===== src/rtl/useq_pkg.sv =====
`timescale 1ns/1ps
package useq_pkg;
  typedef enum logic [1:0] {
    COND_ALWAYS = 2'b00,
    COND_N_CLR  = 2'b01,
    COND_N_SET  = 2'b10,
    COND_Z_SET  = 2'b11
  } cond_e;

  typedef enum logic [2:0] {
    NXT_HOLD,
    NXT_FETCH,
    NXT_DISPATCH,
    NXT_BRANCH,
    NXT_INC
  } nxt_src_e;
endpackage


===== src/rtl/useq_start_map.sv =====
`timescale 1ns/1ps
module useq_start_map #(
  parameter int OPW = 3,
  parameter int AW  = 5,
  parameter logic [(1<<OPW)*AW-1:0] MAP = '0
) (
  input  logic [OPW-1:0] opcode,
  output logic [AW-1:0]  start_addr
);
  localparam int NOPS = 1 << OPW;

  logic [AW-1:0] entry [NOPS];

  for (genvar g = 0; g < NOPS; g++) begin : g_entry
    assign entry[g] = MAP[g*AW +: AW];
  end

  assign start_addr = entry[opcode];
endmodule


===== src/rtl/useq_cond_eval.sv =====
`timescale 1ns/1ps
module useq_cond_eval
  import useq_pkg::*;
(
  input  logic [1:0] cond_sel,
  input  logic       flag_n,
  input  logic       flag_z,
  output logic       cond_true
);
  always_comb begin
    unique case (cond_e'(cond_sel))
      COND_ALWAYS: cond_true = 1'b1;
      COND_N_CLR:  cond_true = ~flag_n;
      COND_N_SET:  cond_true = flag_n;
      COND_Z_SET:  cond_true = flag_z;
      default:     cond_true = 1'b0;
    endcase
  end
endmodule


===== src/rtl/useq_next_sel.sv =====
`timescale 1ns/1ps
module useq_next_sel
  import useq_pkg::*;
#(
  parameter int AW = 5,
  parameter logic [AW-1:0] FETCH_ADDR = '0
) (
  input  logic [AW-1:0] cur,
  input  logic          stall,
  input  logic          end_req,
  input  logic          load_req,
  input  logic [AW-1:0] dispatch_addr,
  input  logic          br_req,
  input  logic          cond_true,
  input  logic [AW-1:0] target,
  output logic [AW-1:0] nxt
);
  nxt_src_e src;

  always_comb begin
    if (stall)                     src = NXT_HOLD;
    else if (end_req)              src = NXT_FETCH;
    else if (load_req)             src = NXT_DISPATCH;
    else if (br_req && cond_true)  src = NXT_BRANCH;
    else                           src = NXT_INC;
  end

  always_comb begin
    unique case (src)
      NXT_HOLD:     nxt = cur;
      NXT_FETCH:    nxt = FETCH_ADDR;
      NXT_DISPATCH: nxt = dispatch_addr;
      NXT_BRANCH:   nxt = target;
      default:      nxt = cur + AW'(1);
    endcase
  end
endmodule


===== src/rtl/useq_seq.sv =====
`timescale 1ns/1ps
module useq_seq #(
  parameter int OPW = 3,
  parameter int AW  = 5,
  parameter int CW  = 2,
  parameter logic [AW-1:0] FETCH_ADDR = '0,
  parameter logic [(1<<OPW)*AW-1:0] START_MAP =
    {5'd29, 5'd25, 5'd21, 5'd17, 5'd13, 5'd9, 5'd5, 5'd3}
) (
  input  logic           clk,
  input  logic           rst,
  input  logic           ir_load,
  input  logic [OPW-1:0] opcode,
  input  logic           mi_end,
  input  logic           mi_branch,
  input  logic [CW-1:0]  mi_cond,
  input  logic [AW-1:0]  mi_target,
  input  logic           mi_wmfc,
  input  logic           mem_done,
  input  logic           flag_n,
  input  logic           flag_z,
  output logic [AW-1:0]  upc
);
  logic [AW-1:0] dispatch_addr;
  logic          cond_true;
  logic [AW-1:0] nxt;
  logic          stall;

  assign stall = mi_wmfc & ~mem_done;

  useq_start_map #(.OPW(OPW), .AW(AW), .MAP(START_MAP)) u_map (
    .opcode     (opcode),
    .start_addr (dispatch_addr)
  );

  useq_cond_eval u_cond (
    .cond_sel  (mi_cond),
    .flag_n    (flag_n),
    .flag_z    (flag_z),
    .cond_true (cond_true)
  );

  useq_next_sel #(.AW(AW), .FETCH_ADDR(FETCH_ADDR)) u_sel (
    .cur           (upc),
    .stall         (stall),
    .end_req       (mi_end),
    .load_req      (ir_load),
    .dispatch_addr (dispatch_addr),
    .br_req        (mi_branch),
    .cond_true     (cond_true),
    .target        (mi_target),
    .nxt           (nxt)
  );

  always_ff @(posedge clk) begin
    if (rst) upc <= '0;
    else     upc <= nxt;
  end
endmodule


===== config.mk =====
export PLATFORM = sky130hd
export DESIGN_NAME = useq_seq
export DESIGN_NICKNAME = d
export VERILOG_FILES = /design/src/rtl/useq_pkg.sv /design/src/rtl/useq_start_map.sv /design/src/rtl/useq_cond_eval.sv /design/src/rtl/useq_next_sel.sv /design/src/rtl/useq_seq.sv
export SDC_FILE = /design/constraint.sdc
export NUM_CORES = 1
export LEC_CHECK = 0
export BUFFER_PORTS_ARGS = -buffer_cell sky130_fd_sc_hd__buf_2
export CAP_MARGIN = 20
export CORE_AREA = 2 2 39 41
export CTS_CLUSTER_SIZE = 40
export DETAILED_ROUTE_END_ITERATION = 12
export DIE_AREA = 0 0 41 43
export GPL_ROUTABILITY_DRIVEN = 0
export PLACE_DENSITY = 0.65
export SLEW_MARGIN = 20
export SYNTH_ARGS = -nofsm -noshare
export SYNTH_HDL_FRONTEND = slang
export SYNTH_SLANG_ARGS = --single-unit

===== constraint.sdc =====
create_clock -name clk -period 2.2 [get_ports clk]
set_clock_uncertainty 0.05 [all_clocks]
set_input_delay 0.44 -clock clk [delete_from_list [all_inputs] [get_ports clk]]
set_output_delay 0.44 -clock clk [all_outputs]
set_load 0.005 [all_outputs]

==> results of run 1 <==
cell type report:
class	count	area [sq um]
clock buffer	4	26.3
fill	144	791
inverter	3	11.3
multi-input combinational	43	320
sequential	5	100
tap	16	20.0
timing repair buffer	23	115
worst max path at each step:
stage	from	end	slack, ns	cells past startpoint
after detailed placement	flag_z	upc[1]$_SDFFE_PP0P_	0.50	5
after floorplan	flag_z	upc[1]$_SDFFE_PP0P_	0.68	4
after global routing	flag_n	upc[1]$_SDFFE_PP0P_	0.71	5
after CTS	flag_z	upc[1]$_SDFFE_PP0P_	0.76	5
after global placement	flag_z	upc[1]$_SDFFE_PP0P_	0.52	5
final	flag_z	upc[1]$_SDFFE_PP0P_	0.76	5
placed cells by master (no fill, tap or decap), types with 2 or more instances in the layout:
cell       Yosys  layout
a2111oi_2      2       2
a21oi_1        4       4
a31oi_1        2       2
buf_2          0      23
clkbuf_4       0       3
dfxtp_1        5       5
inv_1          3       3
mux2i_1        4       4
nand2_1        4       4
nor2_1         5       5
nor2b_1        3       3
nor3_1         4       4
per-layer routing:
metal  vias up  track usage (%)
met2        23             19.4
met4         0             10.0
met3         3             5.76
met5         -                0
li1        255                -
met1       194             21.0
worst max-delay path: stages:
cell,delay [ns]
buf_2,0.10
and3_4,0.18
o21ai_4,0.28
mux2_4,0.33
a311oi_2,0.22
power breakdown:
| group | switching, mW | internal (mW) |
|---|---|---|
| clock | 0.0390 | 0.0687 |
| combinational | 0.0370 | 0.0385 |
| sequential | 0.00734 | 0.0967 |
metrics by stage:
stage / std cells / hold slack (ns) / setup slack, ns / util, % / instance area, sq um
detailed placement: 90 / 0.475 / 0.500 / 41.0 / 567
CTS: 94 / 0.390 / 0.762 / 42.9 / 593
global route: 94 / 0.408 / 0.712 / 42.9 / 593
floorplan: 52 / 0.457 / 0.680 / - / 435
global placement: 90 / 0.472 / 0.520 / 41.0 / 567
finish: 94 / 0.395 / 0.765 / 42.9 / 593
kinds of logic after synthesis:
kind of cell,count (synthesis)
AO/OA/AOI/OAI,14
flip-flops,5
AND/OR/NAND/NOR,23
buffers and inverters,4
adder cells (fa/ha/maj),1
multiplexers,5
==> run summary, run 1 <==
max cap viols = 0
FP Rows = 14
mux share of post-synthesis cell area = 12.6%
Post-CTS Setup Inserts = 0
Worst setup EP type = flip-flop
status = finished, final reports clean
later-pin clock latency in the skew report = 0.25 ns
CTS tree = yes
register area share after synthesis = 23.0%
routed wl met3 = 89 microns
PwrDens = 484 nW/um^2
Post-Synth XOR/XNOR Area = 0%
metal2 WL = 466 microns
total CTS buffers = 3
CTS Buffer Depth = 2
Mapped Avg Cell Area = 8.37 sq um
FFs w/ async S/R, synth = 0%
setup_tns = 0 ns
leading area contributor after synthesis = dfxtp_1
antenna-violating nets left = 0
DRT Wirelength = 1.08 mm
R2R Setup Slk = 0.81 ns
synth warn = 0
cells after synthesis = 52
FF+latch count, synth = 5
Worst Path Class, Setup = input port to flip-flop
CTS Sinks = 5
LEAKAGE = 0.280 nW
post-cts sizing count = 0
Reg clk slew, reported paths = 0.04 ns
fraction of layout cells with a size suffix above 1 = 42.3%
Netlist cell types = 26
DR vias = 475
Worst-Margin Slew = 0.504 ns
total die area = 1760 sq um
core area = 1380 sq um
number of synthesized flops with an enable pin = 0
port bufs = 23
post-synthesis cell area = 435 sq um
Compound-Gate Fraction of Synth Area = 30.2%
largest net degree at the start of global routing = 9
Hold Path Sink = upc[2]$_SDFFE_PP0P_
fmax = 0.697 GHz
max FFs per register = 5
unrepaired setup endpoints after global routing = false
Via-to-Cell Ratio = 5.05
reg2reg path depth = 4
DRT iter0 DRCs = 16
drt first pass iters = 4
largest family of logic cells by synthesized area = compound AO/OA/AOI/OAI gates
All-Layer GR Usage = 15.4%
cts hold-fix bufs = 0
worst min path class = input port to flip-flop
WL per Instance = 11.4 microns
worst reg2reg path endpoint = upc[4]$_SDFFE_PP0P_
Chip Height = 43 microns
Metal-1 WL = 495 microns
initial core utilization = 31.5%
period utilisation layout = 65.2%
VDD IR-drop max = 196 uV
number of I/O pins = 24
Most flops, register = upc
first-pass GRT wire length = 1.85 mm
Post-synth top cells = dfxtp_1, nor2_1
Post-Syn Nets = 72
total congestion overflow = 0
Worst EP required = 2.31 ns
# setup viols final = 0
Relative slew margins = 66.3%
Worst Path Arrival = 1.55 ns
post-synthesis adder-cell area fraction = 2.87%
minimum clock period after layout = 1.44 ns
Top Registers = upc x5
top cells by area, synth = dfxtp_1, mux2i_1, a2111oi_2, a21oi_1, nor3_1
Fin. Hold Viols = 0
Setup crit start kind = input port
Hold Path Cell Cnt = 2
HP Start = rst
drt drc = 0
initial antenna violation count = 0
die width = 41 microns
fin. max-slew vios = 0
CTS H-Tree Depth = 1
top_reg_cell synth = dfxtp_1
simple-gate share of the synthesized area = 27.9%
Top Layer Used = met4
Root Buffer = clkbuf_4
Area Overhead vs Synth = 36.2%
vias in the first global route = 429
worst-path maximum fanout = 8
top cell type's share of synthesized area = 23.0%
RR Startpoint = upc[0]$_SDFFE_PP0P_
antenna diode count = 0
Power, Total = 287 uW
nets@finish = 99
Note: power is estimated with default switching activity, not from simulation.
==> run 2, diff against run 1 <==
--- a/config.mk
+++ b/config.mk
@@ -12,7 +12,7 @@
 export DETAILED_ROUTE_END_ITERATION = 12
 export DIE_AREA = 0 0 41 43
 export GPL_ROUTABILITY_DRIVEN = 0
-export PLACE_DENSITY = 0.65
+export PLACE_DENSITY = 0.67
 export SLEW_MARGIN = 20
 export SYNTH_ARGS = -nofsm -noshare
 export SYNTH_HDL_FRONTEND = slang
==> constraint.sdc (replaced) <==
create_clock -name clk -period 1.2 [get_ports clk]
set_clock_uncertainty 0.05 [all_clocks]
set_input_delay 0.24 -clock clk [delete_from_list [all_inputs] [get_ports clk]]
set_output_delay 0.24 -clock clk [all_outputs]
set_load 0.005 [all_outputs]
==> run summary, run 2 (synthesis gave the netlist of run 1 again) <==
status = finished, violations left
failing checks = setup timing
period utilisation layout = 105%
FP Rows = 14 (unchanged)
DRT iter0 DRCs = 12 (-4)
VDD IR-drop max = 283 uV (+45%)
unrepaired setup endpoints after global routing = true
Chip Height = 43 microns (unchanged)
cts hold-fix bufs = 0 (unchanged)
fraction of layout cells with a size suffix above 1 = 56.5% (+14 points)
max FFs per register = 5 (unchanged)
core area = 1380 sq um (unchanged)
CTS Sinks = 5 (unchanged)
nets@finish = 106 (+7.1%)
slowest stage delay, CP = 0.33 ns (about the same)
drt first pass iters = 4 (unchanged)
fillers = 135 (-6.3%)
total CTS buffers = 3 (unchanged)
setup_tns = -0.0597 ns (-0.0597 ns)
fmax = 0.794 GHz
total die area = 1760 sq um (unchanged)
most frequent cells in the layout = buf_2, buf_4, nor2_1
Worst Path Class, Setup = flip-flop to flip-flop
antenna diode count = 0 (unchanged)
HP Start = rst
Area Overhead vs Synth = 58.9%
Reg clk slew, reported paths = 0.05 ns (about the same)
All-Layer GR Usage = 15.1% (-0.30 points)
Power, Total = 577 uW (+100%)
largest net degree at the start of global routing = 9 (unchanged)
Top Registers = upc x5
Via-to-Cell Ratio = 5.36 (+6.0%)
CP cell instances = ha_4 > nand2_2 > mux2_4 > a311oi_2
Worst setup EP type = flip-flop
RR Startpoint = upc[0]$_SDFFE_PP0P_
worst min path class = input port to flip-flop
WL per Instance = 12.3 microns (+7.9%)
first-pass GRT wire length = 1.83 mm (-1.1%)
final non-filler cell total = 101 (+7.4%)
dpl hpwl = 956 microns
Worst Path Arrival = 1.37 ns (-0.18 ns)
Fin. Hold Viols = 0 (unchanged)
PwrDens = 833 nW/um^2 (+72%)
Most flops, register = upc
vias in the first global route = 436 (+1.6%)
drt drc = 0 (unchanged)
reg2reg path depth = 4 (unchanged)
fin. max-slew vios = 0 (unchanged)
Hold Path Cell Cnt = 2 (unchanged)
Relative slew margins = 79.1% (+13 points)
number of I/O pins = 24 (unchanged)
most common cell after layout, fill and taps aside = buf_2
LEAKAGE = 0.315 nW (+12%)
antenna-violating nets left = 0 (unchanged)
Slowest-stage cell, CP = dfxtp_2
CTS H-Tree Depth = 1 (unchanged)
die width = 41 microns (unchanged)
initial antenna violation count = 0 (unchanged)
DRT Wirelength = 1.25 mm (+16%)
Worst EP required = 1.31 ns (-1.00 ns)
total congestion overflow = 0 (unchanged)
worst slack, placed = -0.294 ns (-0.794 ns)
worst-path maximum fanout = 2 (-6)
Setup crit start kind = flip-flop
Root Buffer = clkbuf_4
CTS tree = yes
port bufs = 23 (unchanged)
DR vias = 541 (+14%)
worst reg2reg path endpoint = upc[1]$_SDFFE_PP0P_
Worst-Margin Slew = 0.312 ns (-0.192 ns)
max cap viols = 0 (unchanged)
R2R Setup Slk = -0.06 ns (-0.87 ns)
# setup viols final = 1 (+1)
later-pin clock latency in the skew report = 0.25 ns (about the same)
CTS Buffer Depth = 2 (unchanged)
final worst slack = -0.0597 ns (-0.825 ns)
Hold Path Sink = upc[2]$_SDFFE_PP0P_
Placed Cells = 97 (+7.8%)
hold_ws = 0.212 ns (-0.183 ns)
minimum clock period after layout = 1.26 ns
initial core utilization = 31.5% (unchanged)
-- run 2: changes by cell type in the layout (fill, tap and decap cells not counted), sizes merged --
cell | previous run | this run
buf | 23 | 30
-- run 2: worst max path at each step --
stage | start | endpoint | cells after the start
after floorplan | flag_n | upc[1]$_SDFFE_PP0P_ | 4
after global placement | flag_n | upc[1]$_SDFFE_PP0P_ | 5
after detailed placement | flag_n | upc[1]$_SDFFE_PP0P_ | 5
after CTS | upc[0]$_SDFFE_PP0P_ | upc[1]$_SDFFE_PP0P_ | 4
after global routing | upc[0]$_SDFFE_PP0P_ | upc[1]$_SDFFE_PP0P_ | 4
final | upc[0]$_SDFFE_PP0P_ | upc[1]$_SDFFE_PP0P_ | 4
-- run 2: layout make-up --
cell class / instances / area, sq um / share of cell area [%]
timing repair buffer: 30 / 168 / 24.2
inverter: 3 / 11.3 / 1.63
clock buffer: 4 / 26.3 / 3.80
multi-input combinational: 43 / 363 / 52.4
sequential: 5 / 104 / 15.0
tap: 16 / 20.0 / 2.89
-- run 2: critical path: cells and delay by family (launching register included) --
family / cells / cell delay, ns
AOI/OAI and AO/OA: 1 / 0.22
adders and majority gates: 1 / 0.26
DFF: 1 / 0.33
muxes: 1 / 0.27
and+or+nand+nor: 1 / 0.04
-- run 2: metrics by stage --
step / utilization [%] / instance area (sq um)
6_report: 50.0 / 692
5_1_grt: 50.0 / 692
3_5_place_dp: 45.0 / 623
2_1_floorplan: - / 439
4_1_cts: 48.2 / 667
3_3_place_gp: 45.0 / 623
-- run 2: report_power, final --
group | internal [mW] | switching (mW)
clock | 0.126 | 0.0750
combinational | 0.0974 | 0.0869
sequential | 0.179 | 0.0126
-- run 2: routing by layer --
metal	track usage [%]	part of all wire, %
met1	20.4	47
met2	21.6	46
met3	3.14	6.4
met4	8.00	0
met5	0	0
-- run 2: repair_timing --
item                                    4_1_cts  5_1_grt
endpoints found under the setup margin        3        5
endpoints found under the hold margin         0        0
resized for setup                             4        5
pin swaps                                     0        3
setup buffers                                 0        0
